`config.mk`:
```
export PLATFORM = sky130hd
export DESIGN_NAME = descrambler_lock
export DESIGN_NICKNAME = d
export VERILOG_FILES = /design/src/rtl/dscr_pkg.sv /design/src/rtl/dscr_datapath.sv /design/src/rtl/dscr_control.sv /design/src/rtl/descrambler_lock.sv
export SDC_FILE = /design/constraint.sdc
export NUM_CORES = 1
export LEC_CHECK = 0
export ABC_CLOCK_PERIOD_IN_PS = 7500
export CAP_MARGIN = 20
export CORE_MARGIN = 2
export CORE_UTILIZATION = 35
export DETAILED_ROUTE_END_ITERATION = 8
export SYNTH_ARGS = -nofsm -noshare
export SYNTH_HDL_FRONTEND = slang
export SYNTH_SLANG_ARGS = --single-unit
```
`constraint.sdc`:
```
create_clock -name clk -period 7.5 [get_ports clk]
set_input_delay 1.875 -clock clk [delete_from_list [all_inputs] [get_ports clk]]
set_output_delay 1.875 -clock clk [all_outputs]
set_load 0.03 [all_outputs]
```
`src/rtl/dscr_pkg.sv`:
```
package dscr_pkg;
  localparam int WORD_W   = 16;
  localparam int LFSR_LEN = 31;
  localparam int LFSR_TAP = 28;

  typedef enum logic [1:0] {
    ST_HUNT = 2'd0,
    ST_ACQ  = 2'd1,
    ST_LOCK = 2'd2
  } lockState_t;

  typedef struct packed {
    logic clearHist;
    logic loadHist;
    logic advHist;
    logic passHeader;
    logic emit;
  } dpStrobe_t;

  // Next WORD_W keystream bits from a history whose bit 0 is the newest bit.
  function automatic logic [WORD_W-1:0] predictWord(input logic [LFSR_LEN-1:0] hist);
    logic [LFSR_LEN-1:0] walk;
    logic [WORD_W-1:0]   word;
    logic                nextBit;
    walk = hist;
    word = '0;
    for (int i = 0; i < WORD_W; i++) begin
      nextBit = walk[LFSR_LEN-1] ^ walk[LFSR_TAP-1];
      word[WORD_W-1-i] = nextBit;
      walk = {walk[LFSR_LEN-2:0], nextBit};
    end
    return word;
  endfunction
endpackage

```
`src/rtl/dscr_datapath.sv`:
```
module dscr_datapath
  import dscr_pkg::*;
(
  input  logic              clk,
  input  logic              rstN,
  input  dpStrobe_t         strobe,
  input  logic [WORD_W-1:0] rxWord,
  output logic              predOk,
  output logic [WORD_W-1:0] dataOut,
  output logic              dataOutValid
);
  localparam int KEEP_W = LFSR_LEN - WORD_W;

  logic [LFSR_LEN-1:0] hist;
  logic [WORD_W-1:0]   keyWord;

  always_comb begin
    keyWord = predictWord(hist);
    predOk  = (keyWord == rxWord);
  end

  // History shifts by one word: either the received bits or the predicted ones.
  always_ff @(posedge clk) begin
    if (!rstN) begin
      hist <= '0;
    end else if (strobe.clearHist) begin
      hist <= '0;
    end else if (strobe.loadHist) begin
      hist <= {hist[KEEP_W-1:0], rxWord};
    end else if (strobe.advHist) begin
      hist <= {hist[KEEP_W-1:0], keyWord};
    end
  end

  always_ff @(posedge clk) begin
    if (!rstN) begin
      dataOut      <= '0;
      dataOutValid <= 1'b0;
    end else begin
      dataOutValid <= strobe.emit;
      if (strobe.emit) begin
        dataOut <= strobe.passHeader ? rxWord : (rxWord ^ keyWord);
      end
    end
  end
endmodule

```
`src/rtl/dscr_control.sv`:
```
module dscr_control
  import dscr_pkg::*;
#(
  parameter int HDR_WORDS  = 2,
  parameter int CELL_WORDS = 34,
  parameter int LOCK_CNT_W = 6,
  parameter int LOSS_CNT_W = 4
) (
  input  logic                  clk,
  input  logic                  rstN,
  input  logic                  cellSync,
  input  logic                  cellStart,
  input  logic                  idleCell,
  input  logic                  wordValid,
  input  logic [LOCK_CNT_W-1:0] cfgLockCount,
  input  logic [LOSS_CNT_W-1:0] cfgLossCount,
  input  logic                  farLossValid,
  input  logic                  farLossBit,
  input  logic                  predOk,
  output dpStrobe_t             strobe,
  output logic                  locked,
  output logic                  rxLossBit,
  output logic                  txSeedOn
);
  localparam int POS_W = $clog2(CELL_WORDS + 1);
  localparam logic [POS_W-1:0] HDR_POS  = POS_W'(HDR_WORDS);
  localparam logic [POS_W-1:0] CELL_POS = POS_W'(CELL_WORDS);
  localparam int FILL_WORDS = 2;

  lockState_t            state;
  logic [POS_W-1:0]      wordPos;
  logic [POS_W-1:0]      posNow;
  logic [1:0]            fill;
  logic [LOCK_CNT_W-1:0] matchCnt;
  logic [LOSS_CNT_W-1:0] missCnt;
  logic                  isHeader;
  logic                  payloadWord;
  logic                  idlePayload;
  logic                  fillDone;
  logic                  lockHit;
  logic                  lossHit;

  always_comb begin
    posNow      = cellStart ? '0 : wordPos;
    isHeader    = posNow < HDR_POS;
    payloadWord = wordValid && cellSync && !isHeader;
    idlePayload = payloadWord && idleCell;
    fillDone    = (fill == 2'(FILL_WORDS));
    lockHit     = ({1'b0, matchCnt} + 1'b1) >= {1'b0, cfgLockCount};
    lossHit     = ({1'b0, missCnt} + 1'b1) >= {1'b0, cfgLossCount};
  end

  always_comb begin
    strobe            = '0;
    strobe.emit       = wordValid;
    strobe.passHeader = isHeader;
    unique case (state)
      ST_HUNT: strobe.clearHist = cellSync;
      ST_ACQ: begin
        if (idlePayload)      strobe.loadHist = 1'b1;
        else if (payloadWord) strobe.advHist  = 1'b1;
      end
      ST_LOCK: begin
        if (idlePayload && !predOk && lossHit) strobe.clearHist = 1'b1;
        else if (payloadWord)                  strobe.advHist   = 1'b1;
      end
      default: strobe = '0;
    endcase
  end

  // Position of the current word inside its cell.
  always_ff @(posedge clk) begin
    if (!rstN) begin
      wordPos <= HDR_POS;
    end else if (wordValid) begin
      wordPos <= (posNow < CELL_POS) ? posNow + 1'b1 : posNow;
    end
  end

  // Transmit helper: keep sending the seed sequence until the far end locks.
  always_ff @(posedge clk) begin
    if (!rstN) begin
      txSeedOn <= 1'b1;
    end else if (farLossValid) begin
      txSeedOn <= farLossBit;
    end
  end

  always_ff @(posedge clk) begin
    if (!rstN) begin
      state     <= ST_HUNT;
      fill      <= '0;
      matchCnt  <= '0;
      missCnt   <= '0;
      rxLossBit <= 1'b1;
    end else if (!cellSync) begin
      state     <= ST_HUNT;
      fill      <= '0;
      matchCnt  <= '0;
      missCnt   <= '0;
      rxLossBit <= 1'b1;
    end else begin
      unique case (state)
        ST_HUNT: begin
          state    <= ST_ACQ;
          fill     <= '0;
          matchCnt <= '0;
        end
        ST_ACQ: begin
          if (idlePayload) begin
            if (!fillDone) begin
              fill <= fill + 1'b1;
            end else if (predOk) begin
              if (lockHit) begin
                state     <= ST_LOCK;
                rxLossBit <= 1'b0;
                matchCnt  <= '0;
                missCnt   <= '0;
              end else begin
                matchCnt <= matchCnt + 1'b1;
              end
            end else begin
              matchCnt <= '0;
              fill     <= '0;
            end
          end
        end
        ST_LOCK: begin
          if (idlePayload) begin
            if (predOk) begin
              missCnt <= '0;
            end else if (lossHit) begin
              state     <= ST_ACQ;
              rxLossBit <= 1'b1;
              fill      <= '0;
              matchCnt  <= '0;
              missCnt   <= '0;
            end else begin
              missCnt <= missCnt + 1'b1;
            end
          end
        end
        default: state <= ST_HUNT;
      endcase
    end
  end

  assign locked = (state == ST_LOCK);
endmodule

```
`src/rtl/descrambler_lock.sv`:
```
module descrambler_lock
  import dscr_pkg::*;
#(
  parameter int HDR_WORDS  = 2,
  parameter int CELL_WORDS = 34,
  parameter int LOCK_CNT_W = 6,
  parameter int LOSS_CNT_W = 4
) (
  input  logic                  clk,
  input  logic                  rstN,
  input  logic                  cellSync,
  input  logic                  cellStart,
  input  logic                  idleCell,
  input  logic                  wordValid,
  input  logic [15:0]           rxWord,
  input  logic [LOCK_CNT_W-1:0] cfgLockCount,
  input  logic [LOSS_CNT_W-1:0] cfgLossCount,
  input  logic                  farLossValid,
  input  logic                  farLossBit,
  output logic [15:0]           dataOut,
  output logic                  dataOutValid,
  output logic                  locked,
  output logic                  rxLossBit,
  output logic                  txSeedOn
);
  dpStrobe_t strobe;
  logic      predOk;

  dscr_control #(
    .HDR_WORDS (HDR_WORDS),
    .CELL_WORDS(CELL_WORDS),
    .LOCK_CNT_W(LOCK_CNT_W),
    .LOSS_CNT_W(LOSS_CNT_W)
  ) i_control (
    .clk         (clk),
    .rstN        (rstN),
    .cellSync    (cellSync),
    .cellStart   (cellStart),
    .idleCell    (idleCell),
    .wordValid   (wordValid),
    .cfgLockCount(cfgLockCount),
    .cfgLossCount(cfgLossCount),
    .farLossValid(farLossValid),
    .farLossBit  (farLossBit),
    .predOk      (predOk),
    .strobe      (strobe),
    .locked      (locked),
    .rxLossBit   (rxLossBit),
    .txSeedOn    (txSeedOn)
  );

  dscr_datapath i_datapath (
    .clk         (clk),
    .rstN        (rstN),
    .strobe      (strobe),
    .rxWord      (rxWord),
    .predOk      (predOk),
    .dataOut     (dataOut),
    .dataOutValid(dataOutValid)
  );
endmodule

```
After elaboration in Yosys (flattened, before gate mapping)
Cells that the tools add are included.
{"block": "totals", "inputBits": 34, "output_inout_bits": 20, "reg_bits": 70}
{"block": "op_classes", "n_eq_ne": 12, "n_lt_le_gt_ge": 4, "n_bitwise": 18, "n_addsub": 6, "n_reduce_logical": 19, "n_mux": 53}
{"operator": "31-bit two-way mux", "n": 2}
{"operator": "6-bit two-way mux", "n": 9}
{"operator": "2-bit two-way mux", "n": 14}
{"operator": "4-bit two-way mux", "n": 7}
{"operator": "6-bit case mux with 3 select lines", "n": 1}
{"operator": "6-bit AND reduction", "n": 3}
{"operator": "16-bit equality test", "n": 1}
{"operator": "16-bit two-way mux", "n": 1}
{"operator": "1-bit bitwise XOR", "n": 16}
{"operator": "16-bit bitwise XOR", "n": 1}
{"operator": "1-bit two-way mux", "n": 13}
{"operator": "6-bit by 1-bit adder with 6-bit output, second input constant", "n": 2}
{"operator": "2-bit by 1-bit inequality test with 1-bit output, second input constant", "n": 6}
{"operator": "2-bit case mux with 3 select lines", "n": 2}
{"operator": "4-bit case mux with 2 select lines", "n": 1}
{"operator": "8-bit AND reduction", "n": 1}
{"operator": "6-bit by 1-bit adder with 7-bit output, second input constant", "n": 1}
{"operator": "7-bit by 6-bit greater-or-equal comparator with 1-bit output", "n": 1}
{"operator": "7-bit AND reduction", "n": 1}
{"operator": "6-bit by 2-bit less-than comparator with 1-bit output, second input constant", "n": 1}
{"operator": "6-bit less-than comparator, second input constant", "n": 1}
{"operator": "1-bit case mux with 2 select lines", "n": 3}
{"operator": "4-bit by 1-bit adder with 5-bit output, second input constant", "n": 1}
{"operator": "5-bit by 4-bit greater-or-equal comparator with 1-bit output", "n": 1}
{"operator": "other kinds (15)", "n": 22}

Depth between registers and ports, before layout
Gate-level depths: netlist of the first run.
{"block": "logic_depth", "depth_word": 11, "ltp_mapped": 12, "mapped_depth_nobuf": 12}

By module
A second synthesis of the first run with hierarchy kept.
{"block": "hier_totals", "cells_unflattened": 478, "area_unflattened_um2": 3849.9}
{"module": "dscr_datapath", "seq_area_each_um2": 960.9, "area_each_um2": 2299.7, "instances": 1, "cells_per_inst": 289}
{"module": "dscr_control", "seq_area_each_um2": 440.4, "area_each_um2": 1550.2, "instances": 1, "cells_per_inst": 189}

Least setup slack after synthesis of the first run
No wires, ideal clock.
{"block": "synth_timing", "path_kind": "input to register", "startpoint": "input port rxWord[5]", "endpoint": "register i_control.matchCnt[1]", "slack_ns": 3.413, "path_stages": 8, "arrival_time_ns": 4.013, "setup_ns": 0.074, "path_cell_list": "xnor2_1 or4_1 or4_1 buf_2 or3_1 clkbuf_1 or4b_1 o21ai_0"}
{"block": "synth_via", "elab_chain_cells": 5, "word_cells_on_any_way": 7, "cone_classes": "2 x eq/ne; 4 x mux; 1 x reduce/logical"}
{"item": "start, declared", "line_no": "descrambler_lock.sv:15", "rtl": "input logic [15:0] rxWord,"}
{"item": "16-bit equality test *", "line_no": "dscr_datapath.sv:19", "rtl": "predOk = (keyWord == rxWord);"}
{"item": "6-bit two-way mux", "line_no": "dscr_control.sv:113", "rtl": "end else if (predOk) begin"}
{"item": "6-bit two-way mux", "line_no": "dscr_control.sv:111", "rtl": "if (!fillDone) begin"}
{"item": "6-bit two-way mux", "line_no": "dscr_control.sv:110", "rtl": "if (idlePayload) begin"}
{"item": "6-bit case mux with 3 select lines", "line_no": "dscr_control.sv:103", "rtl": "unique case (state)"}
{"item": "end signal, assigned", "line_no": "dscr_control.sv:120", "rtl": "matchCnt <= matchCnt + 1'b1;"}
{"item": "end, declared", "line_no": "dscr_control.sv:34", "rtl": "logic [LOCK_CNT_W-1:0] matchCnt;"}
Mark *: on every way between the ends. The rest lies on a longest branch, timed or not. The select of a mux whose other input is x is not followed.
A chain may end at the register's enable or synchronous reset.

Worst setup path in the final report of the first run
{"block": "layout_timing", "startpoint": "input port rxWord[10]", "endpoint": "register i_datapath.hist[3]"}
{"block": "layout_via", "elab_chain_cells": 7, "word_cells_on_any_way": 10, "cone_classes": "1 x eq/ne; 4 x mux; 5 x reduce/logical"}
{"item": "16-bit equality test *", "line_no": "dscr_datapath.sv:19"}
{"item": "1-bit logical NOT *", "line_no": "dscr_control.sv:64", "rtl": "if (idlePayload && !predOk && lossHit) strobe.clearHist = 1'b1;"}
{"item": "1-bit logical AND * (2 in a row)", "line_no": "dscr_control.sv:64"}
{"item": "1-bit two-way mux", "line_no": "dscr_control.sv:64"}
{"item": "1-bit case mux with 2 select lines", "line_no": "dscr_control.sv:57", "rtl": "unique case (state)"}
{"item": "2-bit nonzero test (no line) or 2-bit OR reduction (tied branches)"}
{"item": "end signal, assigned", "line_no": "dscr_datapath.sv:29", "rtl": "hist <= {hist[KEEP_W-1:0], rxWord};"}
{"item": "end signal, assigned", "line_no": "dscr_datapath.sv:31", "rtl": "hist <= {hist[KEEP_W-1:0], keyWord};"}
{"item": "end, declared", "line_no": "dscr_datapath.sv:14", "rtl": "logic [LFSR_LEN-1:0] hist;"}
Mark *: on every way between the ends. The rest lies on a longest branch, timed or not.

==> flow_metrics.env, run 1 <==
export IMPL_status="completed"
export IMPL_synth_seq_cells=70
export IMPL_cts_buffers=9
export IMPL_layout_common_cells="dfxtp_1 (70), nand2_1 (63), clkdlybuf4s50_1 (53), mux2i_1 (36), nor2_1 (33)"
export IMPL_grt_ovfl_total=0
export IMPL_area_delta_synth_final_pct=24.87
export IMPL_cellPowerDensity_nw_per_um2=197.3
export IMPL_place_congestion=0.7762
export IMPL_min_period_ps=5034
export IMPL_cp_slowest_cell="a41oi_4"
export IMPL_vias=3292
export IMPL_regArea_um2=1401
export IMPL_crit_path_end="i_datapath.hist[3]$_SDFFE_PP0P_"
export IMPL_timing_rr_end="i_datapath.hist[3]$_SDFFE_PP0P_"
export IMPL_worst_hold_startpoint="i_control.missCnt[1]$_SDFFE_PN0P_"
export IMPL_wl_per_cell_um=14.56
export IMPL_yosysSeqAreaShare_pct=35.26
export IMPL_drc_errors=0
export IMPL_start_util_pct=36.34
export IMPL_multiInputGateArea_um2=2427
export IMPL_syn_num_nets=506
export IMPL_vdd_ir_drop_max_mv=0.1521
export IMPL_setup_viol=0
export IMPL_worstSetupStartpointType="input pin"
export IMPL_hold_class="flop to flop"
export IMPL_synth_cell_types=51
export IMPL_cp_required_ps=7710
export IMPL_grt_pass1_vias=3314
export IMPL_avgSynthCellArea_um2=8.734
export IMPL_clock_sinks=70
export IMPL_ant_nets=0
export IMPL_clock_fmax_mhz=198.7
export IMPL_antenna_found_initial=0
export IMPL_r2r_start="i_datapath.hist[15]$_SDFFE_PP0P_"
export IMPL_ys_async_sr_fraction_pct=0
export IMPL_p_switching_mw=0.2439
export IMPL_dieArea_um2=12220
export IMPL_wirelength_mm=9.378
export IMPL_p_clk_share_pct=47.3
export IMPL_yosys_warnings=0
export IMPL_nets=551
export IMPL_port_buffers=53
export IMPL_coreArea_um2=10940
export IMPL_clk_pin_slew_ps=50
export IMPL_root_buffer="clkbuf_16"
export IMPL_cp_end_kind="flop"
export IMPL_cts_resized=0
export IMPL_dr_pass1_iters=5
export IMPL_maxCapViolCount=0
export IMPL_htree_levels=3
export IMPL_via_per_inst=5.112
export IMPL_arrival_ps=5250
export IMPL_pwr_share_comb_pct=13.1
export IMPL_whs_ps=471.4
export IMPL_final_common_cell="dfxtp_1"
export IMPL_grt_usage_pct=16.19
export IMPL_slew_viol_final=0
export IMPL_layout_worst_path_cycle_share_pct=67.12
export IMPL_insertion_delay_ps=340
export IMPL_max_stage_delay_ps=960
export IMPL_finalWorstSetupSlack_ps=2466
export IMPL_seqPwrFrac_pct=39.6
export IMPL_final_core_util_pct=45.38
export IMPL_path_class="input pin to flop"
export IMPL_regToRegSetupSlack_ps=3860
export IMPL_p_leak_nw=2.035
export IMPL_cts_tree="done"
export IMPL_drive_gt1_share_pct=6.151
export IMPL_rsz0062_at_grt="false"
export IMPL_swShare_pct=24.90
export IMPL_netlist_area_um2=3974
export IMPL_fin_setup_tns_ps=0
export IMPL_drtIter0Drc=166
export IMPL_crit_path_cell_trace="clkdlybuf4s50_1 > xor2_1 > and3_1 > o22ai_1 > or4_1 > a41oi_4 > buf_4 > mux2i_1 > nor2_1"
export IMPL_ctsHoldBuffers=0
export IMPL_hold_violations=0
export IMPL_grt_max_degree=34
export IMPL_tightest_slew_ps=1080
export IMPL_max_slew_margin_pct=27.76
export IMPL_cts_setup_buffers=0
export IMPL_cts_max_path_buffers=2
export IMPL_hpwl_mm=6.862
export IMPL_power_mw=0.9793
export IMPL_synth_top_flop_cell="dfxtp_1"
export IMPL_path_max_fanout=23
export IMPL_cp_startpoint="rxWord[10]"
export IMPL_p_int_mw=0.7354
export IMPL_diodes=0
export IMPL_die_h_um=110.6
export IMPL_synth_cells=455
export IMPL_die_w_um=110.6
export IMPL_dpl_worst_slack_ps=2123
export IMPL_grt_pass1_wl_mm=16.25
export IMPL_fill_cells=1089
export IMPL_ios=54
export IMPL_finClkSkew_ps=7.222
export IMPL_reg2regPathDepth=8
export IMPL_synth_edf_count=0
export IMPL_num_rows=38
-- layout make-up --
| cell class | count | area share (%) |
|---|---|---|
| multi-input combinational | 342 | 48.92 |
| sequential | 70 | 28.24 |
| timing repair buffer | 57 | 11.30 |
| clock buffer | 10 | 4.816 |
| tap | 140 | 3.530 |
| clock inverter | 5 | 1.689 |
| inverter | 20 | 1.513 |
-- sequential cells by signal (all words and copies together), names as in the netlist --
| register | count |
|---|---|
| i_control.rxLossBit | 1 |
| i_control.matchCnt | 6 |
| i_control.wordPos | 6 |
| i_control.fill | 2 |
| i_control.missCnt | 4 |
| i_datapath.dataOutValid | 1 |
| i_control.txSeedOn | 1 |
| i_datapath.hist | 31 |
| i_control.state | 2 |
| i_datapath.dataOut | 16 |
-- how the worst min path moves through the flow --
| stage | end | slack [ps] | cells after the start |
|---|---|---|---|
| 6_report | i_control.missCnt[1]$_SDFFE_PN0P_ | 470 | 2 |
| 4_1_cts | i_control.missCnt[1]$_SDFFE_PN0P_ | 480 | 2 |
| 3_5_place_dp | i_control.txSeedOn$_SDFFE_PN1P_ | 460 | 2 |
| 5_1_grt | i_control.txSeedOn$_SDFFE_PN1P_ | 510 | 2 |
| 3_3_place_gp | i_control.txSeedOn$_SDFFE_PN1P_ | 460 | 2 |
| 2_1_floorplan | i_control.missCnt[1]$_SDFFE_PN0P_ | 450 | 2 |
-- power by group through the flow --
stage                     clock network (mW)  logic [mW]  registers (mW)
after global placement                     0       0.127           0.395
after CTS                              0.473       0.129           0.387
after detailed placement                   0       0.128           0.395
final                                  0.463       0.129           0.387
after global routing                   0.484       0.141           0.388
after floorplan                            0      0.0606           0.408
-- layer usage --
metal / track usage [%] / share of wire, % / wire (um) / vias to the layer above
li1: - / - / - / 1669
met1: 20.91 / 48 / 4521 / 1573
met2: 26.26 / 48 / 4477 / 41
met3: 4.171 / 2.7 / 257 / 9
met4: 5.500 / 1.3 / 122 / 0
met5: 0 / 0 / 0 / -
-- worst max-delay path: cells and delay by family --
| family | cells | cell delay, ps |
|---|---|---|
| compound gates | 2 | 1040 |
| simple gates | 3 | 960 |
| buf+inv | 2 | 880 |
| xor+xnor | 1 | 230 |
| mux | 1 | 230 |
-- through the flow --
step           instance area, um^2  cells
6_report                      4962    644
3_3_place_gp                  4639    629
2_1_floorplan                 3974    455
3_5_place_dp                  4639    629
5_1_grt                       4962    644
4_1_cts                       4962    644
-- kinds of logic after synthesis --
| logic type | share of synthesized area [%] |
|---|---|
| AO/OA/AOI/OAI | 13.38 |
| XOR/XNOR | 11.68 |
| adder cells (fa/ha/maj) | 5.353 |
| buffers and inverters | 4.187 |
| flip-flops | 35.26 |
| multiplexers | 11.05 |
| AND/OR/NAND/NOR | 19.08 |
-- synth_stat cells (4+ instances only) --
cell	instances	area [um^2]
a21o_1	4	30.03
a21oi_1	8	40.04
and2_1	4	25.02
and3_1	7	43.79
buf_2	4	20.02
clkbuf_1	18	67.56
dfxtp_1	70	1401
ha_1	17	212.7
inv_1	20	75.07
mux2_2	7	78.83
mux2i_1	36	360.4
nand2_1	63	236.5
nand2b_1	18	112.6
nand3_1	4	20.02
nor2_1	33	123.9
nor3_1	6	30.03
o211a_1	17	170.2
o211ai_1	5	37.54
o21ai_0	16	80.08
or4_1	7	52.55
xnor2_1	23	201.4
xor2_1	30	262.8
Power figures use the tool's default switching activity.
==> run 2: changes to the inputs <==
--- a/config.mk
+++ b/config.mk
@@ -5,7 +5,7 @@
 export SDC_FILE = /design/constraint.sdc
 export NUM_CORES = 1
 export LEC_CHECK = 0
-export ABC_CLOCK_PERIOD_IN_PS = 7500
+export ABC_CLOCK_PERIOD_IN_PS = 5140
 export CAP_MARGIN = 20
 export CORE_MARGIN = 2
 export CORE_UTILIZATION = 35
==> constraint.sdc (replaced) <==
create_clock -name clk -period 5.14 [get_ports clk]
set_input_delay 1.285 -clock clk [delete_from_list [all_inputs] [get_ports clk]]
set_output_delay 1.285 -clock clk [all_outputs]
set_load 0.03 [all_outputs]
==> run 2 against run 1 <==
Count of clock-buffer cells in the layout is 2 higher. Global-route usage is 0.84 points lower. Critical path depth is 1 lower. Die area stayed put. Sequential share of layout area is 0.092 points lower. Sequential cell count stayed put. Critical path type unchanged. Sequential power is 46% higher. Largest power group unchanged. First-iteration DRC count is 7.2% lower. Core utilization is 0.15 points higher.
==> flow_metrics.env, run 2 (same netlist as run 1, synthesis figures left out) <==
export IMPL_grt_max_degree=32
export IMPL_root_buffer="clkbuf_16"
export IMPL_ios=54
export IMPL_grt_pass1_wl_mm=15.47
export IMPL_start_util_pct=36.34
export IMPL_area_delta_synth_final_pct=25.28
export IMPL_hold_violations=0
export IMPL_coreArea_um2=10940
export IMPL_path_class="input pin to flop"
export IMPL_final_common_cell="dfxtp_1"
export IMPL_clock_sinks=70
export IMPL_cts_tree="done"
export IMPL_cellPowerDensity_nw_per_um2=277.3
export IMPL_slew_viol_final=0
export IMPL_cts_setup_buffers=0
export IMPL_ctsHoldBuffers=0
export IMPL_cts_buffers=9
export IMPL_path_max_fanout=31
export IMPL_vdd_ir_drop_max_mv=0.1499
export IMPL_largest_reg_flops=31
export IMPL_max_slew_margin_pct=45.49
export IMPL_grt_pass1_vias=3193
export IMPL_reg_top3="i_datapath.hist (31), i_datapath.dataOut (16)"
export IMPL_die_w_um=110.6
export IMPL_cts_max_path_buffers=2
export IMPL_timing_rr_end="i_datapath.hist[22]$_SDFFE_PP0P_"
export IMPL_holdPathStages=2
export IMPL_worstSetupStartpointType="input pin"
export IMPL_htree_levels=3
export IMPL_drtIter0Drc=154
export IMPL_ant_nets=0
export IMPL_cp_startpoint="rxWord[5]"
export IMPL_nets=555
export IMPL_reg2regPathDepth=8
export IMPL_crit_top_cell="or4_1"
export IMPL_wl_per_cell_um=14.03
export IMPL_wirelength_mm=9.105
export IMPL_rsz0062_at_grt="false"
export IMPL_regToRegSetupSlack_ps=2030
export IMPL_port_buffers=53
export IMPL_maxCapViolCount=0
export IMPL_max_stage_delay_ps=630
export IMPL_dr_pass1_iters=4
export IMPL_power_mw=1.381
export IMPL_diodes=0
export IMPL_status="completed"
export IMPL_hold_class="flop to flop"
export IMPL_layout_worst_path_cycle_share_pct=76.90
export IMPL_layout_common_cells="dfxtp_1 (70), nand2_1 (63), clkdlybuf4s50_1 (53), mux2i_1 (36), nor2_1 (33)"
export IMPL_grt_usage_pct=15.34
export IMPL_clk_pin_slew_ps=50
export IMPL_arrival_ps=4160
export IMPL_drc_errors=0
export IMPL_place_congestion=0.7818
export IMPL_dieArea_um2=12220
export IMPL_insertion_delay_ps=330
export IMPL_max_flop_register="i_datapath.hist"
export IMPL_via_per_inst=5.032
export IMPL_fin_setup_tns_ps=0
export IMPL_crit_path_cell_trace="clkdlybuf4s50_1 > xnor2_1 > or4_1 > or4_1 > a41oi_4 > buf_4 > mux2i_1 > nor2_1"
export IMPL_crit_path_end="i_datapath.hist[22]$_SDFFE_PP0P_"
export IMPL_worst_hold_startpoint="i_control.missCnt[1]$_SDFFE_PN0P_"
export IMPL_finClkSkew_ps=7.398
export IMPL_min_period_ps=3953
export IMPL_p_leak_nw=2.060
export IMPL_cp_slowest_cell="or4_1"
export IMPL_num_rows=38
export IMPL_drive_gt1_share_pct=6.876
export IMPL_setup_viol=0
export IMPL_cp_end_kind="flop"
export IMPL_vias=3266
export IMPL_r2r_start="i_datapath.hist[20]$_SDFFE_PP0P_"
export IMPL_antenna_found_initial=0
export IMPL_hpwl_mm=6.782
export IMPL_cp_required_ps=5350
export IMPL_tightest_slew_ps=809.1
export IMPL_grt_ovfl_total=0
export IMPL_cts_resized=0
export IMPL_die_h_um=110.6
export IMPL_clock_fmax_mhz=253.0
## run 2: power breakdown
group / internal (mW) / switching (mW)
Combinational: 0.0825 / 0.106
Sequential: 0.557 / 0.00845
Clock: 0.399 / 0.228
Total: 1.04 / 0.342
## run 2: critical path, delay by kind of cell
kind,cells,cell delay [ps]
xor gates and xnor gates,1,160
and+or+nand+nor,3,1200
muxes,1,260
buffers and inverters,2,950
AOI/OAI and AO/OA,1,280
## run 2: worst min-delay path by stage
stage | to
final | i_control.missCnt[1]$_SDFFE_PN0P_
after floorplan | i_control.missCnt[1]$_SDFFE_PN0P_
after detailed placement | i_control.missCnt[1]$_SDFFE_PN0P_
after global routing | i_control.missCnt[1]$_SDFFE_PN0P_
after CTS | i_control.missCnt[1]$_SDFFE_PN0P_
after global placement | i_control.txSeedOn$_SDFFE_PN1P_
## run 2: final cells by class
type | instances | area, um^2
inverters | 20 | 75.07
clock buffers | 12 | 256.5
well taps | 140 | 175.2
clock inverters | 4 | 45.04
fillers | 1065 | 5957
repair buffers | 61 | 598.1
flip-flops and latches | 70 | 1401
multi-input cells | 342 | 2427
## run 2: layer usage
layer	vias to the layer above	global-route usage, %	share of wire (%)
li1	1676	-	-
met1	1535	20.20	49
met2	44	24.66	46
met3	11	4.446	3.7
met4	0	4.000	1.0
met5	-	0	0
## run 2: metrics by stage
step	hold WS [ps]	utilization [%]	setup slack [ps]	cell area, um^2	std cells
final	473.6	45.53	1187	4979	649
after global routing	502.4	45.53	1032	4979	649
after CTS	478.4	45.39	1205	4964	648
after detailed placement	470.6	42.63	866.0	4662	632
after global placement	459.1	42.63	912.9	4662	632
after floorplan	448.8	-	1643	3974	455
==> run 3: changes to the inputs <==
--- a/config.mk
+++ b/config.mk
@@ -5,7 +5,7 @@
 export SDC_FILE = /design/constraint.sdc
 export NUM_CORES = 1
 export LEC_CHECK = 0
-export ABC_CLOCK_PERIOD_IN_PS = 5140
+export ABC_CLOCK_PERIOD_IN_PS = 4100
 export CAP_MARGIN = 20
 export CORE_MARGIN = 2
 export CORE_UTILIZATION = 35
==> constraint.sdc (replaced) <==
create_clock -name clk -period 4.1 [get_ports clk]
set_input_delay 1.025 -clock clk [delete_from_list [all_inputs] [get_ports clk]]
set_output_delay 1.025 -clock clk [all_outputs]
set_load 0.03 [all_outputs]
==> run 3 against run 2 <==
Worst setup slack worse by 810 ps. Sequential power grew 25%. Combinational power is 25% higher. Register-to-register slack worse by 1100 ps. Hold slack got worse by 3.2 ps. Global-route usage up 0.16 points. Clock power is 15% higher. Routed wire length is 1.3% higher. Critical endpoint is now i_control.matchCnt[1]$_SDFFE_PN0P_.
==> flow_metrics.env, run 3 (same netlist as run 1, synthesis figures left out) <==
export IMPL_layout_worst_path_cycle_share_pct=90.74
export IMPL_area_delta_synth_final_pct=24.78
export IMPL_hpwl_mm=6.828
export IMPL_ios=54
export IMPL_cellPowerDensity_nw_per_um2=335.6
export IMPL_rsz0062_at_grt="false"
export IMPL_max_slew_margin_pct=47.30
export IMPL_cts_max_path_buffers=2
export IMPL_cts_buffers=9
export IMPL_cp_end_kind="flop"
export IMPL_fin_setup_tns_ps=0
export IMPL_worstSetupStartpointType="input pin"
export IMPL_cts_setup_buffers=0
export IMPL_root_buffer="clkbuf_16"
export IMPL_maxCapViolCount=0
export IMPL_cts_resized=0
export IMPL_tightest_slew_ps=782.2
export IMPL_clock_sinks=70
export IMPL_cts_tree="done"
export IMPL_finClkSkew_ps=7.440
export IMPL_setup_viol=0
export IMPL_grt_pass1_wl_mm=15.59
export IMPL_die_h_um=110.6
export IMPL_hold_violations=0
export IMPL_cp_required_ps=4350
export IMPL_power_mw=1.664
export IMPL_min_period_ps=3720
export IMPL_clock_fmax_mhz=268.8
export IMPL_p_leak_nw=2.039
export IMPL_antenna_found_initial=0
export IMPL_layout_common_cells="dfxtp_1 (70), nand2_1 (63), clkdlybuf4s50_1 (53), mux2i_1 (36), nor2_1 (33)"
export IMPL_die_w_um=110.6
export IMPL_grt_usage_pct=15.50
export IMPL_place_congestion=0.8013
export IMPL_port_buffers=53
export IMPL_num_rows=38
export IMPL_ctsHoldBuffers=0
export IMPL_via_per_inst=4.974
export IMPL_path_class="input pin to flop"
export IMPL_reg_top3="i_datapath.hist (31), i_datapath.dataOut (16)"
export IMPL_status="completed"
export IMPL_dr_pass1_iters=4
export IMPL_insertion_delay_ps=330
export IMPL_htree_levels=3
export IMPL_max_flop_register="i_datapath.hist"
export IMPL_drive_gt1_share_pct=6.693
export IMPL_vdd_ir_drop_max_mv=0.1580
export IMPL_reg2regPathDepth=7
export IMPL_clk_pin_slew_ps=60
export IMPL_drtIter0Drc=125
export IMPL_path_max_fanout=9
export IMPL_fill_cells=1058
export IMPL_multiInputGateArea_um2=2427
export IMPL_grt_max_degree=34
export IMPL_drc_errors=0
export IMPL_holdPathStages=2
export IMPL_wirelength_mm=9.225
export IMPL_hold_class="flop to flop"
export IMPL_ant_nets=0
export IMPL_grt_ovfl_total=0
export IMPL_largest_reg_flops=31
export IMPL_arrival_ps=3970
export IMPL_grt_pass1_vias=3128
export IMPL_slew_viol_final=0
export IMPL_dieArea_um2=12220
export IMPL_vias=3223
export IMPL_nets=555
export IMPL_regArea_um2=1401
export IMPL_final_common_cell="dfxtp_1"
export IMPL_start_util_pct=36.34
export IMPL_diodes=0
export IMPL_coreArea_um2=10940
export IMPL_wl_per_cell_um=14.24
run 3: cell type report:
cell class	instances	share of cell area, %
Clock buffer	12	5.173
Clock inverter	3	0.4037
Inverter	20	1.514
Multi-Input combinational cell	342	48.95
Sequential cell	70	28.26
Tap cell	140	3.533
Timing Repair Buffer	61	12.16
run 3: routing by layer:
layer	wire length (um)	part of all wire [%]	track usage (%)	vias to the layer above
met5	0	0	0	-
met1	4526	49	20.62	1513
met3	228	2.5	3.019	6
met4	76	0.82	5.250	0
li1	-	-	-	1666
met2	4393	48	25.15	38
run 3: critical path: stages:
cell,delay (ps)
clkdlybuf4s50_1,570
xor2_1,240
and3_1,180
o22ai_1,80
or4_1,740
or3_1,540
or4b_1,500
o21ai_0,80
run 3: per-stage QoR:
| step | instance area [um^2] | hold slack [ps] | setup WS (ps) | std cells | utilization (%) |
|---|---|---|---|---|---|
| 2_1_floorplan | 3974 | 448.8 | 862.6 | 455 | - |
| 3_3_place_gp | 4682 | 458.5 | 121.3 | 633 | 42.81 |
| 3_5_place_dp | 4682 | 469.5 | 64.94 | 633 | 42.81 |
| 4_1_cts | 4959 | 477.6 | 399.6 | 648 | 45.34 |
| 5_1_grt | 4959 | 500.0 | 309.0 | 648 | 45.34 |
| 6_report | 4959 | 470.4 | 379.5 | 648 | 45.34 |
run 3: final timing paths:
check                                                  startpoint                            endpoint  slack, ps
worst max-delay path                                    rxWord[7]  i_control.matchCnt[1]$_SDFFE_PN0P_        380
worst min-delay path            i_control.missCnt[1]$_SDFFE_PN0P_   i_control.missCnt[1]$_SDFFE_PN0P_        470
worst max register to register   i_datapath.hist[15]$_SDFFE_PP0P_  i_control.matchCnt[1]$_SDFFE_PN0P_        950
worst min register to register  i_control.missCnt[1]$_SDFFE_PN0P_   i_control.missCnt[1]$_SDFFE_PN0P_        470
run 3: where the power goes:
part           switching [mW]  internal, mW
Sequential             0.0105         0.698
Combinational           0.134         0.102
Clock                   0.282         0.438
